$ cat config.mk
export PLATFORM = sky130hd
export DESIGN_NAME = bypass_net
export DESIGN_NICKNAME = d
export VERILOG_FILES = /design/src/rtl/bypass_pkg.sv /design/src/rtl/bypass_stage_pipe.sv /design/src/rtl/bypass_lookup.sv /design/src/rtl/bypass_net.sv
export SDC_FILE = /design/constraint.sdc
export NUM_CORES = 1
export LEC_CHECK = 0
export BUFFER_PORTS_ARGS = -buffer_cell sky130_fd_sc_hd__buf_2
export CELL_PAD_IN_SITES_DETAIL_PLACEMENT = 1
export CELL_PAD_IN_SITES_GLOBAL_PLACEMENT = 1
export CORE_MARGIN = 3
export CORE_UTILIZATION = 25
export CTS_BUF_LIST = sky130_fd_sc_hd__clkbuf_8
export CTS_CLUSTER_SIZE = 20
export DETAILED_ROUTE_END_ITERATION = 7
export PLACE_DENSITY_LB_ADDON = 0.08
export SYNTH_ARGS = -nofsm -noshare
export SYNTH_HDL_FRONTEND = slang
export SYNTH_SLANG_ARGS = --single-unit
$ cat constraint.sdc
create_clock -name clk_i -period 10 [get_ports clk_i]
set_input_delay 2 -clock clk_i [delete_from_list [all_inputs] [get_ports clk_i]]
set_output_delay 2 -clock clk_i [all_outputs]
set_load 0.02 [all_outputs]
$ cat src/rtl/bypass_pkg.sv
package bypass_pkg;
  typedef enum logic [1:0] {
    DOM_INT  = 2'd0,
    DOM_FP   = 2'd1,
    DOM_SIMD = 2'd2,
    DOM_RSVD = 2'd3
  } dom_e;
  localparam int DOM_W = 2;
endpackage

$ cat src/rtl/bypass_stage_pipe.sv
module bypass_stage_pipe
  import bypass_pkg::*;
#(
  parameter int NUM_PORTS = 3,
  parameter int TAG_W     = 7,
  parameter int DATA_W    = 64,
  parameter int DEPTH     = 2
) (
  input  logic                                        clk_i,
  input  logic                                        rst_ni,
  input  logic [NUM_PORTS-1:0]                        in_vld_i,
  input  logic [NUM_PORTS-1:0][TAG_W-1:0]             in_tag_i,
  input  logic [NUM_PORTS-1:0][DATA_W-1:0]            in_data_i,
  input  logic [NUM_PORTS-1:0][DOM_W-1:0]             in_dom_i,
  output logic [DEPTH-1:0][NUM_PORTS-1:0]             st_vld_o,
  output logic [DEPTH-1:0][NUM_PORTS-1:0][TAG_W-1:0]  st_tag_o,
  output logic [DEPTH-1:0][NUM_PORTS-1:0][DATA_W-1:0] st_data_o,
  output logic [DEPTH-1:0][NUM_PORTS-1:0][DOM_W-1:0]  st_dom_o
);

  for (genvar s = 0; s < DEPTH; s++) begin : g_stage
    logic [NUM_PORTS-1:0]             nxt_vld;
    logic [NUM_PORTS-1:0][TAG_W-1:0]  nxt_tag;
    logic [NUM_PORTS-1:0][DATA_W-1:0] nxt_data;
    logic [NUM_PORTS-1:0][DOM_W-1:0]  nxt_dom;

    if (s == 0) begin : g_head
      assign nxt_vld  = in_vld_i;
      assign nxt_tag  = in_tag_i;
      assign nxt_data = in_data_i;
      assign nxt_dom  = in_dom_i;
    end else begin : g_body
      assign nxt_vld  = st_vld_o[s-1];
      assign nxt_tag  = st_tag_o[s-1];
      assign nxt_data = st_data_o[s-1];
      assign nxt_dom  = st_dom_o[s-1];

      assert_age_shift_R5: assert property (@(posedge clk_i) disable iff (!rst_ni)
        $past(rst_ni) |-> (st_vld_o[s] == $past(st_vld_o[s-1])));
    end

    always_ff @(posedge clk_i or negedge rst_ni) begin
      if (!rst_ni) begin
        st_vld_o[s]  <= '0;
        st_tag_o[s]  <= '0;
        st_data_o[s] <= '0;
        st_dom_o[s]  <= '0;
      end else begin
        st_vld_o[s] <= nxt_vld;
        for (int p = 0; p < NUM_PORTS; p++) begin
          // hold payload of empty slots to save toggles
          if (nxt_vld[p]) begin
            st_tag_o[s][p]  <= nxt_tag[p];
            st_data_o[s][p] <= nxt_data[p];
            st_dom_o[s][p]  <= nxt_dom[p];
          end
        end
      end
    end
  end

endmodule

$ cat src/rtl/bypass_lookup.sv
module bypass_lookup
  import bypass_pkg::*;
#(
  parameter int NUM_PORTS = 3,
  parameter int TAG_W     = 7,
  parameter int DATA_W    = 64,
  parameter int DEPTH     = 2,
  parameter int XDOM_DLY  = 1
) (
  input  logic                                        clk_i,
  input  logic                                        rst_ni,
  input  logic [DEPTH-1:0][NUM_PORTS-1:0]             st_vld_i,
  input  logic [DEPTH-1:0][NUM_PORTS-1:0][TAG_W-1:0]  st_tag_i,
  input  logic [DEPTH-1:0][NUM_PORTS-1:0][DATA_W-1:0] st_data_i,
  input  logic [DEPTH-1:0][NUM_PORTS-1:0][DOM_W-1:0]  st_dom_i,
  input  logic                                        req_i,
  input  logic [TAG_W-1:0]                            tag_i,
  input  logic [DOM_W-1:0]                            dom_i,
  output logic                                        hit_o,
  output logic [DATA_W-1:0]                           data_o
);

  logic [DEPTH-1:0][NUM_PORTS-1:0] vis;
  int unsigned                     sel_stage;
  logic [DOM_W-1:0]                sel_dom;

  // per-entry visibility: tag match, and domain match unless aged past penalty
  for (genvar s = 0; s < DEPTH; s++) begin : g_vis_s
    for (genvar p = 0; p < NUM_PORTS; p++) begin : g_vis_p
      localparam bit AGED = (s >= XDOM_DLY);
      assign vis[s][p] = req_i && st_vld_i[s][p] && (st_tag_i[s][p] == tag_i) &&
                         (AGED || (st_dom_i[s][p] == dom_i));
    end
  end

  // youngest stage first, then lowest port
  always_comb begin
    hit_o     = 1'b0;
    data_o    = '0;
    sel_stage = 0;
    sel_dom   = '0;
    for (int s = 0; s < DEPTH; s++) begin
      for (int p = 0; p < NUM_PORTS; p++) begin
        if (!hit_o && vis[s][p]) begin
          hit_o     = 1'b1;
          data_o    = st_data_i[s][p];
          sel_stage = s;
          sel_dom   = st_dom_i[s][p];
        end
      end
    end
  end

  assert_hit_needs_req_R8: assert property (@(posedge clk_i) disable iff (!rst_ni)
    hit_o |-> req_i);

  assert_miss_zero_R9: assert property (@(posedge clk_i) disable iff (!rst_ni)
    !hit_o |-> (data_o == '0));

  assert_xdom_aged_R4: assert property (@(posedge clk_i) disable iff (!rst_ni)
    (hit_o && (sel_dom != dom_i)) |-> (sel_stage >= XDOM_DLY));

endmodule

$ cat src/rtl/bypass_net.sv
module bypass_net
  import bypass_pkg::*;
#(
  parameter int NUM_PORTS   = 3,
  parameter int NUM_LOOKUPS = 4,
  parameter int TAG_W       = 7,
  parameter int DATA_W      = 64,
  parameter int XDOM_DLY    = 1
) (
  input  logic                                 clk_i,
  input  logic                                 rst_ni,
  input  logic [NUM_PORTS-1:0]                 res_vld_i,
  input  logic [NUM_PORTS-1:0][TAG_W-1:0]      res_tag_i,
  input  logic [NUM_PORTS-1:0][DATA_W-1:0]     res_data_i,
  input  logic [NUM_PORTS-1:0][1:0]            res_dom_i,
  input  logic [NUM_LOOKUPS-1:0]               lk_req_i,
  input  logic [NUM_LOOKUPS-1:0][TAG_W-1:0]    lk_tag_i,
  input  logic [NUM_LOOKUPS-1:0][1:0]          lk_dom_i,
  output logic [NUM_LOOKUPS-1:0]               lk_hit_o,
  output logic [NUM_LOOKUPS-1:0][DATA_W-1:0]   lk_data_o,
  output logic [NUM_PORTS-1:0]                 rf_we_o,
  output logic [NUM_PORTS-1:0][TAG_W-1:0]      rf_tag_o,
  output logic [NUM_PORTS-1:0][DATA_W-1:0]     rf_data_o
);

  localparam int DEPTH = XDOM_DLY + 1;

  logic [DEPTH-1:0][NUM_PORTS-1:0]             st_vld;
  logic [DEPTH-1:0][NUM_PORTS-1:0][TAG_W-1:0]  st_tag;
  logic [DEPTH-1:0][NUM_PORTS-1:0][DATA_W-1:0] st_data;
  logic [DEPTH-1:0][NUM_PORTS-1:0][DOM_W-1:0]  st_dom;

  bypass_stage_pipe #(
    .NUM_PORTS(NUM_PORTS), .TAG_W(TAG_W), .DATA_W(DATA_W), .DEPTH(DEPTH)
  ) u_pipe (
    .clk_i     (clk_i),
    .rst_ni    (rst_ni),
    .in_vld_i  (res_vld_i),
    .in_tag_i  (res_tag_i),
    .in_data_i (res_data_i),
    .in_dom_i  (res_dom_i),
    .st_vld_o  (st_vld),
    .st_tag_o  (st_tag),
    .st_data_o (st_data),
    .st_dom_o  (st_dom)
  );

  // youngest stage doubles as the register-file write port
  assign rf_we_o   = st_vld[0];
  assign rf_tag_o  = st_tag[0];
  assign rf_data_o = st_data[0];

  for (genvar c = 0; c < NUM_LOOKUPS; c++) begin : g_lk
    bypass_lookup #(
      .NUM_PORTS(NUM_PORTS), .TAG_W(TAG_W), .DATA_W(DATA_W),
      .DEPTH(DEPTH), .XDOM_DLY(XDOM_DLY)
    ) u_lookup (
      .clk_i     (clk_i),
      .rst_ni    (rst_ni),
      .st_vld_i  (st_vld),
      .st_tag_i  (st_tag),
      .st_data_i (st_data),
      .st_dom_i  (st_dom),
      .req_i     (lk_req_i[c]),
      .tag_i     (lk_tag_i[c]),
      .dom_i     (lk_dom_i[c]),
      .hit_o     (lk_hit_o[c]),
      .data_o    (lk_data_o[c])
    );
  end

  assert_rf_follows_R2: assert property (@(posedge clk_i) disable iff (!rst_ni)
    $past(rst_ni) |-> (rf_we_o == $past(res_vld_i)));

  assert_rf_data_R2: assert property (@(posedge clk_i) disable iff (!rst_ni)
    ($past(rst_ni) && rf_we_o[0]) |-> (rf_data_o[0] == $past(res_data_i[0])));

endmodule

# == Word level (Yosys, flattened, before mapping) ==
# Index checks and enable logic that the tools add are counted.
# totals
register_bits,438
in_bits,264
output_inout_bits,476
wordCells,201
# op_classes
n_eq_ne,36
mux,48
reduce_logical,100
# op_table
op,count
64-bit two-way mux,24
7-bit equality test,24
1-bit logical AND,80
2-bit equality test,12
1-bit two-way mux,24
1-bit zero test,20

# == Logic depth before layout (Yosys ltp) ==
# Gate-level depths: netlist of run 1.
# depth
word_depth,19
mapped_depth,11
ltp_nobuf,7

# == By module ==
# A second synthesis of run 1 with hierarchy kept.
# unflattened
hier_cells,4226
area_unflattened_um2,33789.9
# modules_own_cells
mod,instances,cells_each,area_each_um2,seq_area_each_um2
bypass_lookup,4,824,4275.4,0.0
bypass_stage_pipe,1,930,16688.5,11110.7

# == Worst setup path after synthesis of run 1 ==
# No wires, ideal clock.
# synth_path
path_type,input port to output port
from,input port lk_tag_i[20] (netlist bit)
to,output port lk_data_o[133] (netlist bit)
arrival_time_ns,4.349
required_ns,8.000
setup_slack_ns,3.651
stages,10
path_buffers,3
cell_sequence,clkbuf_1 -> xnor2_1 -> nand4_1 -> nor4_1 -> clkbuf_1 -> buf_1 -> nand2_1 -> a21oi_1 -> a21oi_1 -> o21ai_0
# synth_rtl
element,line,source
from (decl),bypass_net.sv:17,"input logic [NUM_LOOKUPS-1:0][TAG_W-1:0] lk_tag_i,"
to (decl),bypass_net.sv:20,"output logic [NUM_LOOKUPS-1:0][DATA_W-1:0] lk_data_o,"

==> results of run 1 <==
==> cell usage after synthesis (all sizes together) <==
cell type	instances
nor4	25
and4	6
or3	39
o211ai	129
nand4	20
and4b	1
a211oi	30
or4	10
nor4b	1
dfrtp	438
nand3	180
xor2	103
o22ai	28
nand2	426
o21ai	545
or2	2
a21oi	320
nor2b	1
nor3	3
and3	12
and2	5
xnor2	89
inv	65
clkbuf	385
a22oi	64
a22o	34
mux2	368
o221ai	34
buf	306
a31oi	158
a221oi	34
nand2b	4
nand4bb	1
nor2	526
==> power breakdown <==
group          switching, µW  internal, µW
combinational            517           383
sequential               502          1980
clock                    990          1200
total                   2010          3570
==> cell usage in the layout, fill, tap and decap left out, drive strengths merged, types with 34 or more instances in the layout <==
| cell type | Yosys | final |
|---|---|---|
| buf | 306 | 825 |
| o21ai | 545 | 545 |
| nor2 | 526 | 526 |
| dfrtp | 438 | 438 |
| nand2 | 426 | 426 |
| mux2 | 368 | 368 |
| a21oi | 320 | 320 |
| nand3 | 180 | 180 |
| a31oi | 158 | 158 |
| o211ai | 129 | 129 |
| clkbuf | 385 | 123 |
| xor2 | 103 | 103 |
| xnor2 | 89 | 89 |
| inv | 65 | 88 |
| a22oi | 64 | 64 |
| or3 | 39 | 39 |
| a221oi | 34 | 34 |
| o221ai | 34 | 34 |
| a22o | 34 | 34 |
==> registers in the layout (all words and copies together) (netlist names) <==
name,cells
u_pipe.st_data_o,384
u_pipe.g_stage.nxt_vld,3
u_pipe.st_dom_o,6
u_pipe.st_tag_o,42
u_pipe.st_vld_o,3
==> cell type report <==
class	instances	share of cell area (%)
clock buffer	123	4.29
tap	1768	5.61
antenna	9	0.0571
timing repair buffer	825	11.2
inverter	65	0.619
multi-input combinational	3198	49.6
clock inverter	49	0.834
sequential	438	27.8
==> kinds of logic (layout without fill, tap and decap cells) <==
group | after synthesis | count (layout) | share of synthesized area, %
compound gates | 1376 | 1376 | 23.7
simple gates | 1262 | 1262 | 15.8
other cells | 0 | 9 | 0
flops | 438 | 438 | 32.3
xor+xnor | 192 | 192 | 4.95
buf+inv | 756 | 1062 | 11.0
mux | 368 | 368 | 12.2
==> path summary, 6_finish.rpt <==
kind | from | end | slack, ns | depth (start not counted)
min | u_pipe.st_data_o[270]$_DFFE_PN0P_ | u_pipe.st_data_o[270]$_DFFE_PN0P_ | 0.59 | 1
max in group asynchronous | rst_ni | u_pipe.st_data_o[13]$_DFFE_PN0P_ | 6.85 | 3
max reg2reg | u_pipe.g_stage[1].nxt_vld[2]$_DFF_PN0_ | u_pipe.st_data_o[362]$_DFFE_PN0P_ | 7.46 | 2
max | lk_tag_i[19] | lk_data_o[128] | 1.23 | 9
min reg2reg | u_pipe.st_data_o[270]$_DFFE_PN0P_ | u_pipe.st_data_o[270]$_DFFE_PN0P_ | 0.59 | 1
min in group asynchronous | rst_ni | u_pipe.st_tag_o[4]$_DFFE_PN0P_ | 1.15 | 1
==> per-stage QoR <==
step | instances | cell area (µm²) | setup WS [ns]
after floorplan | 4392 | 33900 | 3.65
after global placement | 6294 | 37400 | 1.33
after detailed placement | 6294 | 37400 | 1.30
after CTS | 6466 | 39400 | 1.30
after global routing | 6471 | 39400 | 1.15
final | 6475 | 39400 | 1.23
==> worst max-delay path, stage by stage <==
cell and delay, ns:
buf_2 0.18, xor2_1 0.16, nor4_1 0.53, nand3_4 0.73, nand3_4 0.88, or2_4 1.16
o21ai_0 0.16, o21ai_0 0.62, buf_2 0.29
==> routing by layer <==
metal  part of all wire (%)  global-route usage (%)
met3                    7.2                    6.16
met1                     43                    39.5
met4                    3.3                    9.99
met5                  0.016                       0
met2                     47                    50.4
==> metrics.md, run 1 <==
| Metric | Value |
|---|---|
| HP Class | register to register |
| Worst Path Max Fanout | 64 |
| P&R area growth vs syn | 16.2% |
| Synth Area per Inst | 7.73 µm² |
| Synth Cell Area | roughly 34,000 µm² |
| Fin util | just under 30% |
| Critical Path RT | roughly 8.0 ns |
| Clk pin slew, worst setup/hold paths | about 0.06 ns |
| Fmax | 0.114 GHz |
| Drc violations | 0 |
| Minimum clock period | roughly 8.8 ns |
| Share of the synthesized area in the top cell type | 32.3% |
| Worst vdd ir | roughly 91 µV |
| Status | complete, no violations |
| Post-synthesis cell type count | 41 |
| Register Area | around 11,000 µm² |
| Hold-fix buffers, CTS | 0 |
| Initial core utilization | between 20% and 30% |
| Slew headroom | approximately 7.9% |
| Site Rows | between 100 and 150 |
| Total wire length | between 200,000 and 250,000 µm |
| Synthesis Warnings | 0 |
| Setup violators final | 0 |
| Initial DRC count | 3,274 |
| CTS tree | done |
| Final hold violations | 0 |
| Via count | 37,100 |
| RSZ-0062 raised after global routing | false |
| Tot GR Track Use | between 30% and 40% |
| Leak | around 0.017 µW |
| Drt via density | 5.73 |
| Area contributors post-synth | dfrtp_1, mux2_2, o21ai_0 |
| P per Cell Area | 141 nW/µm² |
| DRT Pass-1 Iters | 5 |
| Pins Over Slew Limit | 0 |
| Total Power | 5570 µW |
| Vias in the first global route | around 38,000 |
| Worst skew pair latency | 0.82 ns |
| Area of the multi-input gates | between 15,000 and 20,000 µm² |
| Routability Congestion | around 0.86 |
| Placeable core area | 134,000 µm² |
| Cell count after synthesis | ~4,400 |
| Worst EP arrival | around 6.8 ns |
| Grt total ovfl | 0 |
| Total negative slack | 0 ns |
| Nets | 4,886 |
| Initial antenna violation count | 14 |
| Post-synthesis sequential area ratio | 32.3% |
| Total CTS buffers | 94 |
| Max cap viols | 0 |
| Syn_nets | approximately 4,700 |
| Largest area contributor in the netlist | dfrtp_1 |
| Crit. End Element | primary output |
| Layout cells sized above 1 | between 20% and 30% |
| First-pass GRT wire length | 309,000 µm |
| Startpoint types | primary input |
| Period utilization | between 80% and 90% |
| Per-cell routed wire length | roughly 34 µm |
| Clk Tree Root Cell | clkbuf_8 |
| Crit path kind | primary input to primary output |
| H-tree depth | 3 |
| Io pins | 740 |
| Detail Route Antenna Nets | 0 |
| Largest net degree at the start of global routing | between 100 and 150 |
| Post-CTS setup buffers | 0 |
| I/O Buffers | ~740 |
| Least-Margin Pin Slew | ~1.4 ns |
| Die Ht | about 370 µm |
| Die Wd | 374 µm |
| Clock buffer depth | 3 |
| Post-CTS Resized | 0 |
| HPWL Detailed | approximately 140,000 µm |
| TritonCTS Sinks | 438 |
| Die area | 140,000 µm² |
| Yosys reg bits | 438 |
| Fill cells | ~16,000 |
| Skew final | around 0.044 ns |
| Hold Slack | roughly 0.59 ns |
(Power assumes the default switching activity.)
==> run 2: changes to the inputs <==
- CORE_ASPECT_RATIO: default -> 1.1
- SLEW_MARGIN: default -> 25
==> run 2 against run 1 <==
Cell count grew 0.17%. Critical path depth increased by 1. Maximum frequency is 10% higher. Critical path type unchanged.
==> metrics.md, run 2 (synthesis gave the netlist of run 1 again) <==
| Metric | Value |
|---|---|
| Status | complete, no violations |
| Clk Tree Root Cell | clkbuf_8 |
| Slew headroom | 22.5% (+15 points) |
| Skew final | 0.0458 ns (+0.00159 ns) |
| Startpoint types | primary input |
| Site Rows | 141 (+5.2%) |
| H-tree depth | 3 (unchanged) |
| Vias in the first global route | 37,900 (+0.34%) |
| Critical path cell sequence | buf_2 > xnor2_1 > nand3_1 > nor4_2 > nand2b_4 > or2_4 > buf_4 > o21ai_0 > o21ai_0 > buf_2 |
| Critical Path RT | 8.00 ns (about the same) |
| Crit-path slowest cell | or2_4 |
| Post-CTS setup buffers | 0 (unchanged) |
| Initial antenna violation count | 13 (-1) |
| Total CTS buffers | 94 (unchanged) |
| Die Wd | 357 µm (-4.6%) |
| Drc violations | 0 (unchanged) |
| P per Cell Area | 140 nW/µm² (-0.93%) |
| HP Class | register to register |
| Top Registers | u_pipe.st_data_o (384), u_pipe.st_tag_o (42), u_pipe.st_dom_o (6) |
| Reg2Reg Setup Slack | 7.48 ns (+0.02 ns) |
| Tot GR Track Use | 31.0% (+0.54 points) |
| Pins Over Slew Limit | 0 (unchanged) |
| Least-Margin Pin Slew | 1.16 ns (-0.219 ns) |
| CTS tree | done |
| TritonCTS Sinks | 438 (unchanged) |
| Most flop-heavy register | u_pipe.st_data_o |
| Max FFs per register | 384 (unchanged) |
| Fin util | 29.2% (-0.17 points) |
| Total wire length | 225,000 µm (+1.6%) |
| Nets | 4,887 (+0.020%) |
| Leak | 0.0170 µW (-0.26%) |
| First-pass GRT wire length | 311,000 µm (+0.88%) |
| Crit path kind | primary input to primary output |
| Initial core utilization | 25.2% (-0.090 points) |
| Commonest non-fill, non-tap cell in the layout | buf_2 |
| Final hold violations | 0 (unchanged) |
| Max stage delay on crit path | 1.00 ns (-0.16 ns) |
| Die area | 140,000 µm² (about the same) |
| Placeable core area | 135,000 µm² (+0.36%) |
| Die Ht | 392 µm (+4.8%) |
| Grt total ovfl | 0 (unchanged) |
| P&R area growth vs syn | 16.0% |
| Period utilization | 79.7% (-8.0 points) |
| Worst EP arrival | 5.97 ns (-0.80 ns) |
| Detail Route Antenna Nets | 0 (unchanged) |
| Setup violators final | 0 (unchanged) |
| Clk pin slew, worst setup/hold paths | 0.06 ns (about the same) |
| HPWL Detailed | 144,000 µm (+2.4%) |
| Per-cell routed wire length | 34.7 µm (+1.4%) |
| Commonest cells after routing, fill and taps aside | buf_2, nor2_1, o21ai_0 |
| DRT Pass-1 Iters | 6 (+1) |
| Crit. End Element | primary output |
| Total negative slack | 0 ns (unchanged) |
| Post-CTS Resized | 0 (unchanged) |
| I/O Buffers | 739 (unchanged) |
| Via count | 37,200 (+0.24%) |
| Max cap viols | 0 (unchanged) |
| Clock buffer depth | 3 (unchanged) |
| Routability Congestion | 0.865 (+0.56%) |
| Drt via density | 5.73 (about the same) |
| Worst vdd ir | 95.8 µV (+5.6%) |
| Initial DRC count | 3,213 (-1.9%) |
| RSZ-0062 raised after global routing | false |
| Worst Path Max Fanout | 54 (-16%) |
| Layout cells sized above 1 | 29.5% (-0.18 points) |
| Fmax | 0.125 GHz (+10%) |
| Largest net degree at the start of global routing | 118 (-9.2%) |
| Io pins | 740 (unchanged) |
| Minimum clock period | 7.97 ns (-0.797 ns) |
| Worst skew pair latency | 0.81 ns (about the same) |
| Hold-fix buffers, CTS | 0 (unchanged) |
[run 2: metal layers]
layer  GRT usage (%)  part of all wire (%)
met4            11.8                   3.5
met5               0                 0.034
met1            40.3                    42
met3            5.10                   7.0
met2            51.3                    47
[run 2: final cells by class]
| class | instances | area, µm² |
|---|---|---|
| fillers | 16200 | 95300 |
| flip-flops and latches | 438 | 11000 |
| well taps | 1787 | 2240 |
| repair buffers | 826 | 4420 |
| clock inverters | 44 | 267 |
| inverters | 65 | 244 |
| diodes | 9 | 22.5 |
| clock buffers | 119 | 1640 |
| multi-input cells | 3198 | 19600 |
[run 2: metrics by stage]
step	area [µm²]	instances	hold slack (ns)	power, µW	setup WS [ns]
after floorplan	33900	4392	0.399	2950	3.65
after global placement	37400	6314	0.575	3430	1.92
after detailed placement	37400	6314	0.574	3430	2.04
after CTS	39300	6477	0.591	5580	2.03
after global routing	39300	6480	0.612	5760	1.97
final	39400	6486	0.586	5510	2.03
[run 2: power by group]
| group | internal [µW] | switching [µW] |
|---|---|---|
| Combinational | 383 | 518 |
| Sequential | 1980 | 524 |
| Clock | 1110 | 988 |
[run 2: final timing paths]
kind	startpoint	end	cells past startpoint
max	lk_tag_i[16]	lk_data_o[164]	10
min	u_pipe.st_data_o[280]$_DFFE_PN0P_	u_pipe.st_data_o[280]$_DFFE_PN0P_	1
max reg2reg	u_pipe.g_stage[1].nxt_vld[2]$_DFF_PN0_	u_pipe.st_data_o[356]$_DFFE_PN0P_	2
min reg2reg	u_pipe.st_data_o[280]$_DFFE_PN0P_	u_pipe.st_data_o[280]$_DFFE_PN0P_	1
max in group asynchronous	rst_ni	u_pipe.st_data_o[147]$_DFFE_PN0P_	3
min in group asynchronous	rst_ni	u_pipe.st_data_o[131]$_DFFE_PN0P_	1
[run 2: worst max-delay path, delay by kind of cell]
family	cells	cell delay, ns
and+or+nand+nor	4	2.43
xor gates and xnor gates	1	0.15
AOI/OAI and AO/OA	2	0.52
buffers and inverters	3	0.82
